`src/rtl/scan_seq_pkg.sv`:
```
package scan_seq_pkg;
  typedef enum logic [0:0] {
    SQ_IDLE = 1'b0,
    SQ_WAIT = 1'b1
  } sq_state_e;
endpackage

```
`src/rtl/scan_pick.sv`:
```
// Priority search: lowest set bit of the mask, either over the whole mask
// (from_base = 1) or only over bits strictly above cur.
module scan_pick #(
  parameter int NUM_CH = 32,
  parameter int CH_W   = $clog2(NUM_CH)
) (
  input  logic [NUM_CH-1:0] mask,
  input  logic [CH_W-1:0]   cur,
  input  logic              from_base,
  output logic              found,
  output logic [CH_W-1:0]   idx
);
  logic [NUM_CH-1:0] cand;

  for (genvar g = 0; g < NUM_CH; g++) begin : g_cand
    assign cand[g] = mask[g] & (from_base | (g > int'(cur)));
  end

  function automatic logic [CH_W:0] lowest_set(input logic [NUM_CH-1:0] v);
    logic [CH_W:0] r;
    r = '0;
    for (int i = NUM_CH - 1; i >= 0; i--) begin
      if (v[i]) r = {1'b1, CH_W'(i)};
    end
    return r;
  endfunction

  assign {found, idx} = lowest_set(cand);
endmodule

```
`src/rtl/scan_ctrl.sv`:
```
module scan_ctrl
  import scan_seq_pkg::*;
#(
  parameter int NUM_CH = 32,
  parameter int CH_W   = $clog2(NUM_CH),
  parameter int NEG_W  = 5
) (
  input  logic              clk,
  input  logic              rst_n,
  input  logic [NUM_CH-1:0] chan_mask,
  input  logic [CH_W-1:0]   dflt_chan,
  input  logic [NEG_W-1:0]  neg_sel_in,
  input  logic              start_req,
  input  logic              conv_done,
  output logic [CH_W-1:0]   pos_sel,
  output logic [NEG_W-1:0]  neg_sel,
  output logic              conv_start,
  output logic              busy,
  output logic              seq_start_ev,
  output logic              conv_fin_ev,
  output logic              seq_end_ev
);
  sq_state_e         state;
  logic [NUM_CH-1:0] mask_q;
  logic              first_found, nxt_found;
  logic [CH_W-1:0]   first_idx, nxt_idx;

  scan_pick #(.NUM_CH(NUM_CH), .CH_W(CH_W)) u_first (
    .mask(chan_mask), .cur('0), .from_base(1'b1),
    .found(first_found), .idx(first_idx)
  );

  scan_pick #(.NUM_CH(NUM_CH), .CH_W(CH_W)) u_next (
    .mask(mask_q), .cur(pos_sel), .from_base(1'b0),
    .found(nxt_found), .idx(nxt_idx)
  );

  assign busy         = (state == SQ_WAIT);
  assign seq_start_ev = (state == SQ_IDLE) && start_req;
  assign conv_fin_ev  = (state == SQ_WAIT) && conv_done;
  assign seq_end_ev   = conv_fin_ev && !nxt_found;

  always_ff @(posedge clk or negedge rst_n) begin
    if (!rst_n) begin
      state      <= SQ_IDLE;
      mask_q     <= '0;
      pos_sel    <= '0;
      neg_sel    <= '0;
      conv_start <= 1'b0;
    end else begin
      conv_start <= 1'b0;
      unique case (state)
        SQ_IDLE: begin
          if (seq_start_ev) begin
            mask_q     <= chan_mask;
            neg_sel    <= neg_sel_in;
            pos_sel    <= first_found ? first_idx : dflt_chan;
            conv_start <= 1'b1;
            state      <= SQ_WAIT;
          end
        end
        SQ_WAIT: begin
          if (conv_fin_ev) begin
            if (nxt_found) begin
              pos_sel    <= nxt_idx;
              conv_start <= 1'b1;
            end else begin
              state <= SQ_IDLE;
            end
          end
        end
        default: state <= SQ_IDLE;
      endcase
    end
  end
endmodule

```
`src/rtl/result_latch.sv`:
```
module result_latch #(
  parameter int CH_W  = 5,
  parameter int RES_W = 16
) (
  input  logic             clk,
  input  logic             rst_n,
  input  logic             conv_fin_ev,
  input  logic [RES_W-1:0] conv_data,
  input  logic [CH_W-1:0]  cur_chan,
  input  logic             rdy_clr,
  output logic [RES_W-1:0] result,
  output logic [CH_W-1:0]  last_chan,
  output logic             res_ready
);
  always_ff @(posedge clk or negedge rst_n) begin
    if (!rst_n) begin
      result    <= '0;
      last_chan <= '0;
      res_ready <= 1'b0;
    end else begin
      if (conv_fin_ev) begin
        result    <= conv_data;
        last_chan <= cur_chan;
        res_ready <= 1'b1;
      end else if (rdy_clr) begin
        res_ready <= 1'b0;
      end
    end
  end
endmodule

```
`src/rtl/conv_scan_seq.sv`:
```
module conv_scan_seq #(
  parameter int NUM_CH = 32,
  parameter int CH_W   = $clog2(NUM_CH),
  parameter int NEG_W  = 5,
  parameter int RES_W  = 16
) (
  input  logic              clk,
  input  logic              rst_n,
  input  logic [NUM_CH-1:0] chan_mask,
  input  logic [CH_W-1:0]   dflt_chan,
  input  logic [NEG_W-1:0]  neg_sel_in,
  input  logic              start_req,
  input  logic              conv_done,
  input  logic [RES_W-1:0]  conv_data,
  input  logic              rdy_clr,
  output logic [CH_W-1:0]   pos_sel,
  output logic [NEG_W-1:0]  neg_sel,
  output logic              conv_start,
  output logic              busy,
  output logic [CH_W-1:0]   last_chan,
  output logic [RES_W-1:0]  result,
  output logic              res_ready
);
  logic seq_start_ev;
  logic conv_fin_ev;
  logic seq_end_ev;

  scan_ctrl #(.NUM_CH(NUM_CH), .CH_W(CH_W), .NEG_W(NEG_W)) u_ctrl (
    .clk(clk), .rst_n(rst_n), .chan_mask(chan_mask), .dflt_chan(dflt_chan),
    .neg_sel_in(neg_sel_in), .start_req(start_req), .conv_done(conv_done),
    .pos_sel(pos_sel), .neg_sel(neg_sel), .conv_start(conv_start),
    .busy(busy), .seq_start_ev(seq_start_ev), .conv_fin_ev(conv_fin_ev),
    .seq_end_ev(seq_end_ev)
  );

  result_latch #(.CH_W(CH_W), .RES_W(RES_W)) u_res (
    .clk(clk), .rst_n(rst_n), .conv_fin_ev(conv_fin_ev),
    .conv_data(conv_data), .cur_chan(pos_sel), .rdy_clr(rdy_clr),
    .result(result), .last_chan(last_chan), .res_ready(res_ready)
  );
endmodule

```
`config.mk`:
```
export PLATFORM = sky130hd
export DESIGN_NAME = conv_scan_seq
export DESIGN_NICKNAME = d
export VERILOG_FILES = /design/src/rtl/scan_seq_pkg.sv /design/src/rtl/scan_pick.sv /design/src/rtl/scan_ctrl.sv /design/src/rtl/result_latch.sv /design/src/rtl/conv_scan_seq.sv
export SDC_FILE = /design/constraint.sdc
export NUM_CORES = 1
export LEC_CHECK = 0
export BUFFER_PORTS_ARGS = -buffer_cell sky130_fd_sc_hd__buf_2
export CORE_MARGIN = 10
export CORE_UTILIZATION = 54
export DETAILED_ROUTE_END_ITERATION = 8
export PLACE_DENSITY = 0.81
export SYNTH_ARGS = -nofsm -noshare
export SYNTH_HDL_FRONTEND = slang
export SYNTH_SLANG_ARGS = --single-unit
```
`constraint.sdc`:
```
create_clock -name clk -period 2.9 [get_ports clk]
set_clock_uncertainty 0.1 [all_clocks]
set_input_delay 0.29 -clock clk [delete_from_list [all_inputs] [get_ports clk]]
set_output_delay 0.29 -clock clk [all_outputs]
set_load 0.02 [all_outputs]
```
==> impl_metrics.csv, run 1 <==
group,metric,value,unit
synthesis,synthMostInstantiatedCell,"sky130_fd_sc_hd__dfrtp_1",
synthesis,synth-edff-count,0,
floorplan,placementRows,30,
worst_setup_path,cp_max_fo,13,
drt,route.vias.total,3566,
drt,post_drt_via_cell_ratio,6.05,
layout,finish.utilization,67.3,%
power_and_ir_drop,p_leak,2.06,nW
drt,route.antenna.remaining_nets,0,
synthesis,synthesis.yosys.warnings,0,
power_and_ir_drop,combinational_cell_fraction_of_total_power,50.9,%
power_and_ir_drop,p_switching,2.23,mW
layout,share_of_cells_above_drive_strength_1,40.0,%
global_route,grt.total_usage,19.9,%
global_route,antenna_found_initial,0,
synthesis,synthDominantAreaCellType,"sky130_fd_sc_hd__dfrtp_1",
run,max_cap_viol_count,0,
worst_setup_path,cp_slowest_cell,"sky130_fd_sc_hd__dfrtp_1",
drt,first_iter_violations,239,
global_route,gr-total-overflow,0,
layout,filler_cell_count,607,
sta,hold_ws,22.3,ps
power_and_ir_drop,power.internal,2.68,mW
power_and_ir_drop,pwr-share-seq,34.1,%
worst_setup_path,crit_type,"flip-flop to flip-flop",
global_route,maximum_number_of_pins_on_one_net_before_global_route_repair,44,
floorplan,die_width,105,um
sta,setup_total_negative_slack,0,ps
place,port_buffers,96,
layout,syn2layout_area_growth,19.1,%
place,dp_hpwl,8.78,mm
sta,final_hold_viol_count,0,
synthesis,synthArstFlopShare,100,%
worst_setup_path,cp_data_arrival_time,2780,ps
place,gpl.final_weighted_congestion,0.923,
floorplan,die_height,105,um
layout,finalNetCount,551,
floorplan,initial_utilization,56.5,%
floorplan,coreArea,6910,um2
power_and_ir_drop,power.share.clock,15.0,%
synthesis,synth_commonest_cells,"sky130_fd_sc_hd__dfrtp_1, sky130_fd_sc_hd__mux2_2, sky130_fd_sc_hd__nand2_1",
worst_setup_path,critPathMaxStageDelay,620,ps
power_and_ir_drop,switching_share,45.4,%
synthesis,syn_inst,388,
clock_network,cts_setup_buffers,0,
power_and_ir_drop,power,4.91,mW
power_and_ir_drop,cellPowerDensity,1060,nW/um2
drt,drt-pass1-iter-count,5,
sta,timing_max_transition_violations_final,0,
floorplan,floorplan.io_pins,97,
global_route,grt_pass1_wl,18.1,mm
synthesis,synth.avg_cell_area,10.1,um2
clock_network,numClockSinks,65,
synthesis,synth.distinct_cells,74,
synthesis,synth.top_cells.by_area,"sky130_fd_sc_hd__dfrtp_1, sky130_fd_sc_hd__mux2_2, sky130_fd_sc_hd__o21ai_0, sky130_fd_sc_hd__nand2_1, sky130_fd_sc_hd__a21oi_1",
synthesis,syn_nets,451,
clock_network,cts-htree-levels,3,
sta,slew_headroom,63.9,%
worst_setup_path,worst_setup_path_end_kind,"flip-flop",
sta,min_period_over_period,91.2,%
global_route,first_global_vias,3552,
drt,finalWirelength,11.2,mm
floorplan,die_area,11000,um2
sta,setup_viol,0,
clock_network,numCtsBuffers,9,
sta,final.setup.worst_slack,256,ps
worst_setup_path,path_cells,"nand4_2, and3b_1, o311ai_1, a21oi_1, o31a_1, or3_1, a31o_1",
clock_network,insertion_delay,360,ps
sta,rsz_0062_raised_after_global_routing,"false",
sta,final.min_clock_period,2640,ps
power_and_ir_drop,vdd.ir_drop.worst,0.420,mV
sta,worst_slew_pin_slew,541,ps
clock_network,cts_tree,"built",
clock_network,clock_tree.root_cell,"sky130_fd_sc_hd__clkbuf_8",
layout,antenna_cells,0,
synthesis,postSynth.topFlopCell,"sky130_fd_sc_hd__dfrtp_1",
synthesis,synth.yosys.seq_area_share,41.7,%
clock_network,ctsLongestPathBuffers,2,
synthesis,synth_seq_cells,65,
drt,route.detailed.drc,0,
synthesis,syn_area,3900,um2
place,pre_cts_ws,257,ps
clock_network,clkSlewWorstSetupHoldPaths,70,ps
drt,avgRoutedWirePerCell,19.0,um
worst_hold_path,hold_path_class,"input pin to flip-flop",
worst_setup_path,cp_data_required_time,3040,ps
synthesis,netlist.area_leader.share,41.7,%
run_status,status,"completed",
sta,fmaxAchievable,378,MHz
worst_setup_path,setup.worst_path.start_class,"flip-flop",
## what timing repair did
item	CTS	global route
hold buffers	1	0
endpoints found under the hold margin	65	0
resized for setup	0	1
endpoints found under the setup margin	0	1
## state kept, by name (all words and copies together) (netlist names)
signal / flops
u_ctrl.mask_q: 31
u_res.result: 16
u_ctrl.neg_sel: 5
u_ctrl.pos_sel: 5
u_res.last_chan: 5
u_ctrl.busy: 1
u_ctrl.conv_start: 1
u_res.res_ready: 1
## power by group through the flow
stage               clock (mW)  combinational [mW]  sequential [mW]
floorplan                    0                1.76             1.70
global route             0.790                2.72             1.72
CTS                      0.743                2.50             1.65
global placement             0                2.46             1.66
detailed placement           0                2.48             1.67
finish                   0.738                2.50             1.67
## stage by stage
step | instance area [um2] | instances
5_1_grt | 4650 | 589
6_report | 4650 | 589
3_5_place_dp | 4450 | 572
2_1_floorplan | 3900 | 388
4_1_cts | 4650 | 589
3_3_place_gp | 4450 | 572
## final timing paths
path	endpoint	slack, ps	depth (start not counted)	startpoint
worst min-delay path	u_res.res_ready	20	2	rdy_clr
worst max-delay path	u_ctrl.pos_sel[0]	260	7	u_ctrl.pos_sel[3]
worst min register to register	u_res.last_chan[4]	380	2	u_res.last_chan[4]
min in group asynchronous	u_ctrl.neg_sel[1]	330	3	rst_n
worst max register to register	u_ctrl.pos_sel[0]	260	7	u_ctrl.pos_sel[3]
max in group asynchronous	u_ctrl.mask_q[12]	1870	3	rst_n
## metal layers
| metal | track usage, % | wire, um | vias up |
|---|---|---|---|
| met3 | 3.81 | 790 | 15 |
| met5 | 0 | 0 | - |
| met2 | 30.5 | 5050 | 174 |
| met1 | 27.3 | 5160 | 1712 |
| li1 | - | - | 1665 |
| met4 | 7.06 | 185 | 0 |
## final cells by class
type / instances / area [um2] / area share (%)
multi-input cells: 289 / 2060 / 44.4
flip-flops and latches: 65 / 1630 / 35.0
repair buffers: 110 / 601 / 12.9
clock buffers: 10 / 138 / 2.96
well taps: 96 / 120 / 2.58
clock inverters: 6 / 50.0 / 1.08
inverters: 13 / 48.8 / 1.05
## cells in the final DEF, fill, tap and decap left out, types with 3 or more instances in the layout
master / n
sky130_fd_sc_hd__nand3_1: 17
sky130_fd_sc_hd__nor2_2: 3
sky130_fd_sc_hd__o2bb2ai_1: 4
sky130_fd_sc_hd__nand2b_1: 3
sky130_fd_sc_hd__buf_4: 12
sky130_fd_sc_hd__a41oi_2: 3
sky130_fd_sc_hd__o21ai_0: 22
sky130_fd_sc_hd__o31ai_1: 4
sky130_fd_sc_hd__nor4_1: 10
sky130_fd_sc_hd__nand4_1: 3
sky130_fd_sc_hd__nor3_1: 9
sky130_fd_sc_hd__nand2_1: 28
sky130_fd_sc_hd__inv_6: 3
sky130_fd_sc_hd__clkbuf_8: 10
sky130_fd_sc_hd__a32oi_1: 4
sky130_fd_sc_hd__nor2_1: 26
sky130_fd_sc_hd__a31oi_1: 5
sky130_fd_sc_hd__a21boi_0: 3
sky130_fd_sc_hd__dfrtp_1: 64
sky130_fd_sc_hd__buf_2: 96
sky130_fd_sc_hd__and3_1: 4
sky130_fd_sc_hd__a21oi_1: 20
sky130_fd_sc_hd__mux2_2: 50
sky130_fd_sc_hd__inv_1: 11
sky130_fd_sc_hd__nor2b_1: 8
sky130_fd_sc_hd__or4_1: 3
sky130_fd_sc_hd__o21a_1: 3
sky130_fd_sc_hd__o311ai_0: 3
## cell families (layout without fill, tap and decap cells)
family          count (synthesis)  after routing  synth area share [%]
compound gates                106            106                  19.8
buf+inv                        34            139                  5.48
flops                          65             65                  41.7
mux                            51             51                  14.7
simple gates                  132            132                  18.3
## worst max-delay path: cells and delay by family (launching register included)
kind / cells / cell delay [ps]
AO/OA/AOI/OAI: 4 / 930
AND/OR/NAND/NOR: 3 / 890
flip-flops: 1 / 620
Note: power is estimated with default switching activity, not from simulation.
==> run 2: changes to the inputs <==
==> constraint.sdc (replaced) <==
create_clock -name clk -period 2.9 [get_ports clk]
set_clock_uncertainty 0.1 [all_clocks]
set_input_delay 0.29 -clock clk [delete_from_list [all_inputs] [get_ports clk]]
set_output_delay 0.29 -clock clk [all_outputs]
set_load 0.005 [all_outputs]
==> impl_metrics.csv, run 2 (synthesis results as in run 1) <==
group,metric,value,unit
run_status,status,"completed",
sta,timing_max_transition_violations_final,0,
sta,min_period_over_period,92.8,%
drt,avgRoutedWirePerCell,20.0,um
worst_setup_path,r2r_start,"u_ctrl.pos_sel[3]",
power_and_ir_drop,cellPowerDensity,1060,nW/um2
worst_setup_path,cp_data_required_time,3000,ps
worst_hold_path,min_from,"rdy_clr",
layout,final_common_cell,"sky130_fd_sc_hd__buf_2",
layout,most-common-layout-cells,"sky130_fd_sc_hd__buf_2, sky130_fd_sc_hd__dfrtp_1, sky130_fd_sc_hd__mux2_2, sky130_fd_sc_hd__nand2_1, sky130_fd_sc_hd__nor2_1",
worst_setup_path,crit_type,"flip-flop to flip-flop",
worst_setup_path,reg2reg_slack,210,ps
layout,syn2layout_area_growth,20.5,%
layout,antenna_cells,0,
clock_network,cts-htree-levels,3,
drt,route.detailed.drc,0,
global_route,maximum_number_of_pins_on_one_net_before_global_route_repair,44,
place,port_buffers,96,
floorplan,initial_utilization,56.5,%
power_and_ir_drop,vdd.ir_drop.worst,0.427,mV
power_and_ir_drop,p_leak,2.09,nW
drt,route.antenna.remaining_nets,0,
clock_network,clkSlewWorstSetupHoldPaths,80,ps
worst_setup_path,setup.worst_path.start,"u_ctrl.pos_sel[3]",
clock_network,cts_tree,"built",
place,place_inst,572,
clock_network,clock_tree.root_cell,"sky130_fd_sc_hd__clkbuf_8",
drt,post_drt_via_cell_ratio,6.20,
floorplan,placementRows,30,
global_route,grt_pass1_wl,18.8,mm
layout,seqCellArea,1630,um2
drt,drt-pass1-iter-count,6,
floorplan,floorplan.io_pins,97,
clock_network,cts_setup_buffers,0,
worst_setup_path,reg2regPathDepth,8,
drt,finalWirelength,11.8,mm
sta,setup_total_negative_slack,0,ps
clock_network,numCtsBuffers,9,
global_route,antenna_found_initial,0,
layout,filler_cell_count,601,
sta,setup_viol,0,
floorplan,die_height,105,um
floorplan,die_area,11000,um2
layout,finish.utilization,68.1,%
worst_hold_path,whs_path_depth,2,
sta,fmaxAchievable,372,MHz
layout,reg.largest.list,"u_ctrl.mask_q (31), u_res.result (16)",
worst_setup_path,worst_setup_path_end_kind,"flip-flop",
drt,route.vias.total,3651,
layout,share_of_cells_above_drive_strength_1,39.8,%
run,max_cap_viol_count,0,
sta,slew_headroom,63.6,%
sta,worst_slew_pin_slew,546,ps
sta,final_hold_viol_count,0,
sta,rsz_0062_raised_after_global_routing,"false",
clock_network,ctsLongestPathBuffers,2,
layout,finish.cell_count_without_fillers,589,
place,pre_cts_ws,241,ps
worst_setup_path,cp_max_fo,16,
worst_setup_path,setup.worst_path.start_class,"flip-flop",
global_route,grt.total_usage,20.9,%
place,dp_hpwl,8.87,mm
worst_setup_path,cp_data_arrival_time,2790,ps
layout,finalNetCount,551,
layout,multi_input_gate_area_in_the_final_layout,2060,um2
floorplan,coreArea,6910,um2
sta,final.min_clock_period,2690,ps
floorplan,die_width,105,um
clock_network,numClockSinks,65,
global_route,first_global_vias,3691,
sta,final.setup.worst_slack,210,ps
clock_network,insertion_delay,360,ps
layout,largest-register,"u_ctrl.mask_q",
worst_hold_path,capture_endpoint_of_the_worst_hold_path,"u_res.res_ready",
layout,largest_reg_flops,31,
drt,first_iter_violations,174,
worst_setup_path,critical_path.reg2reg.endpoint,"u_ctrl.pos_sel[2]",
place,gpl.final_weighted_congestion,0.925,
global_route,gr-total-overflow,0,
worst_hold_path,hold_path_class,"input pin to flip-flop",
[run 2: cell count changes in the layout (fill, tap and decap cells not counted), sizes merged]
cell      previous run  this run
bufinv               0         3
clkinv               2         4
clkinvlp             2         0
inv                 15        12
[run 2: timing repair]
action	4_1_cts	5_1_grt
resized for setup	0	1
hold buffers	1	0
setup endpoints to repair	0	2
endpoints found under the hold margin	65	0
[run 2: worst max-delay path, cell delays in order, from the launching register on]
cell and delay, ps:
sky130_fd_sc_hd__dfrtp_1 640, sky130_fd_sc_hd__buf_4 330, sky130_fd_sc_hd__a211o_1 140, sky130_fd_sc_hd__a21o_1 150
sky130_fd_sc_hd__nand3_1 190, sky130_fd_sc_hd__nor4_4 360, sky130_fd_sc_hd__a41oi_2 340, sky130_fd_sc_hd__nor2_1 220
sky130_fd_sc_hd__a41oi_2 50
[run 2: metrics by stage]
stage	hold WS, ps	total power [mW]	area (um2)
after CTS	34.0	4.94	4700
after detailed placement	189	3.98	4450
after global routing	56.5	5.28	4700
final	27.9	4.97	4700
after global placement	190	3.93	4450
after floorplan	-106	3.28	3900
[run 2: layout make-up]
type,count,area share [%]
tap,96,2.55
timing repair buffer,110,12.8
clock buffer,10,2.71
clock inverter,6,2.47
inverter,13,1.04
multi-input combinational,289,43.9
sequential,65,34.6
[run 2: power by group]
part | switching (mW) | total (mW) | leakage (nW) | internal (mW)
registers | 0.415 | 1.69 | 0.779 | 1.27
logic | 1.26 | 2.32 | 1.19 | 1.06
clock network | 0.378 | 0.953 | 0.121 | 0.576
total | 2.05 | 4.97 | 2.09 | 2.91
[run 2: worst max-delay path by stage]
| stage | to | slack, ps |
|---|---|---|
| final | u_ctrl.pos_sel[2] | 210 |
| after global routing | u_ctrl.pos_sel[1] | 30 |
| after CTS | u_ctrl.pos_sel[2] | 210 |
| after detailed placement | u_ctrl.pos_sel[2] | 240 |
| after global placement | u_ctrl.pos_sel[0] | 270 |
| after floorplan | u_ctrl.pos_sel[0] | 730 |
[run 2: routing by layer]
| metal | GRT usage (%) | part of all wire [%] | up-vias |
|---|---|---|---|
| met5 | 0 | 0 | - |
| met4 | 5.59 | 1.9 | 0 |
| met3 | 6.70 | 8.8 | 31 |
| met2 | 32.8 | 46 | 189 |
| met1 | 27.2 | 44 | 1764 |
| li1 | - | - | 1667 |
==> run 3: changes to the inputs <==
Clock period 2.9 ns to 3 ns, I/O delays scaled along.
==> impl_metrics.csv, run 3 (synthesis results as in run 1) <==
group,metric,value,unit
power_and_ir_drop,cellPowerDensity,1000,nW/um2
drt,first_iter_violations,338,
power_and_ir_drop,vdd.ir_drop.worst,0.398,mV
clock_network,clock_tree.root_cell,"sky130_fd_sc_hd__clkbuf_8",
drt,top_signal_layer_used,"met4",
worst_setup_path,setup.worst_path.start_class,"flip-flop",
clock_network,ctsLongestPathBuffers,2,
worst_setup_path,path_cells,"nand2_1, o21ai_0, nand3_1, nor4_4, a41oi_2, nor2_1, a41oi_2",
clock_network,clkSlewWorstSetupHoldPaths,70,ps
layout,share_of_cells_above_drive_strength_1,39.9,%
layout,reg.largest.list,"u_ctrl.mask_q (31), u_res.result (16)",
layout,final_common_cell,"sky130_fd_sc_hd__buf_2",
place,port_buffers,96,
floorplan,initial_utilization,56.5,%
worst_setup_path,cp_slowest_cell,"sky130_fd_sc_hd__dfrtp_1",
drt,finalWirelength,11.3,mm
worst_setup_path,critPathMaxStageDelay,660,ps
drt,avgRoutedWirePerCell,19.1,um
worst_setup_path,timing.critical_path.buf_inv,0,
sta,final.min_clock_period,2660,ps
drt,post_drt_via_cell_ratio,6.06,
layout,syn2layout_area_growth,20.4,%
floorplan,floorplan.io_pins,97,
clock_network,numCtsBuffers,9,
layout,finalNetCount,553,
power_and_ir_drop,power,4.70,mW
drt,met2WireLength,5.02,mm
global_route,grt_pass1_wl,18.2,mm
worst_setup_path,crit_type,"flip-flop to flip-flop",
worst_hold_path,min_from,"rdy_clr",
clock_network,insertion_delay,340,ps
drt,drt-pass1-iter-count,5,
sta,setup_total_negative_slack,0,ps
worst_setup_path,cp_data_required_time,3090,ps
floorplan,coreArea,6910,um2
clock_network,numClockSinks,65,
run,max_cap_viol_count,0,
place,gpl.final_weighted_congestion,0.925,
worst_setup_path,setup.worst_path.start,"u_ctrl.pos_sel[4]",
worst_setup_path,path_common_cell,"sky130_fd_sc_hd__a41oi_2",
sta,min_period_over_period,88.6,%
layout,largest_reg_flops,31,
drt,detail_route.wirelength.met1,5.16,mm
layout,antenna_cells,0,
run_status,status,"completed",
worst_setup_path,timing.critical_path.max_delay_family,"simple AND/OR/NAND/NOR gates",
worst_setup_path,cp_max_fo,14,
floorplan,die_area,11000,um2
global_route,maximum_number_of_pins_on_one_net_before_global_route_repair,44,
drt,route.vias.total,3575,
sta,timing_max_transition_violations_final,0,
sta,final_hold_viol_count,0,
clock_network,cts_setup_buffers,0,
sta,setup_viol,0,
worst_setup_path,cp_data_arrival_time,2740,ps
clock_network,cts-htree-levels,3,
global_route,first_global_vias,3566,
drt,route.detailed.drc,0,
floorplan,die_height,105,um
layout,most-common-layout-cells,"sky130_fd_sc_hd__buf_2, sky130_fd_sc_hd__dfrtp_1, sky130_fd_sc_hd__mux2_2, sky130_fd_sc_hd__nand2_1, sky130_fd_sc_hd__nor2_1",
worst_hold_path,hold_path_class,"input pin to flip-flop",
global_route,gr-total-overflow,0,
global_route,antenna_found_initial,0,
clock_network,cts_tree,"built",
layout,largest-register,"u_ctrl.mask_q",
power_and_ir_drop,p_leak,2.09,nW
sta,slew_headroom,58.9,%
drt,route.antenna.remaining_nets,0,
layout,filler_cell_count,608,
global_route,grt.total_usage,20.0,%
sta,rsz_0062_raised_after_global_routing,"false",
drt,wl_met3,870,um
sta,worst_slew_pin_slew,611,ps
worst_setup_path,worst_setup_path_end_kind,"flip-flop",
sta,fmaxAchievable,376,MHz
floorplan,placementRows,30,
floorplan,die_width,105,um
place,dp_hpwl,8.88,mm
worst_setup_path,r2r_start,"u_ctrl.pos_sel[4]",
==> run 3: layout make-up <==
type                       count  area (um2)  share of cell area, %
multi-input combinational    289        2060                   43.9
sequential                    65        1630                   34.6
timing repair buffer         112         616                   13.1
clock buffer                  11         151                   3.22
tap                           96         120                   2.55
clock inverter                 4        76.3                   1.62
inverter                      13        48.8                   1.04
==> run 3: per-stage QoR <==
stage | utilization [%] | setup slack [ps] | hold WS [ps] | area [um2] | std cells
3_3_place_gp | 64.6 | 452 | 197 | 4460 | 574
5_1_grt | 68.1 | 130 | 76.4 | 4700 | 590
2_1_floorplan | - | 828 | -95.6 | 3900 | 388
3_5_place_dp | 64.6 | 386 | 203 | 4460 | 574
4_1_cts | 68.1 | 389 | 48.8 | 4700 | 590
6_report | 68.1 | 342 | 58.0 | 4700 | 590
==> run 3: path summary, 6_finish.rpt <==
| kind | end | slack, ps | depth (start not counted) |
|---|---|---|---|
| min in group asynchronous | u_ctrl.neg_sel[1] | 360 | 3 |
| max in group asynchronous | u_ctrl.mask_q[12] | 1950 | 3 |
| setup / recovery | u_ctrl.pos_sel[2] | 340 | 7 |
| hold reg to reg | u_res.last_chan[4] | 380 | 2 |
| hold / removal | u_res.res_ready | 60 | 2 |
| setup reg to reg | u_ctrl.pos_sel[2] | 340 | 7 |
==> run 3: metal layers <==
layer  vias to the layer above  global-route usage [%]
li1                       1673                       -
met1                      1694                    26.8
met2                       181                    30.7
met3                        27                    5.10
met4                         0                    6.57
met5                         -                       0
==> run 3: where the power goes <==
part,internal [mW],total (mW),leakage [nW],switching (mW)
registers,1.23,1.60,0.780,0.367
logic,1.04,2.26,1.20,1.22
clock network,0.510,0.844,0.112,0.334
total,2.78,4.70,2.09,1.92
==> run 3: what timing repair did <==
item	in CTS	in global routing
hold endpoints to repair	65	0
hold buffers	1	0
gates resized for setup	0	0
==> run 3: worst reg2reg max path: cells and delay by family, from the launching register on <==
family             cells  cell delay [ps]
DFF                    1              660
and+or+nand+nor        4              980
AOI/OAI and AO/OA      3              770
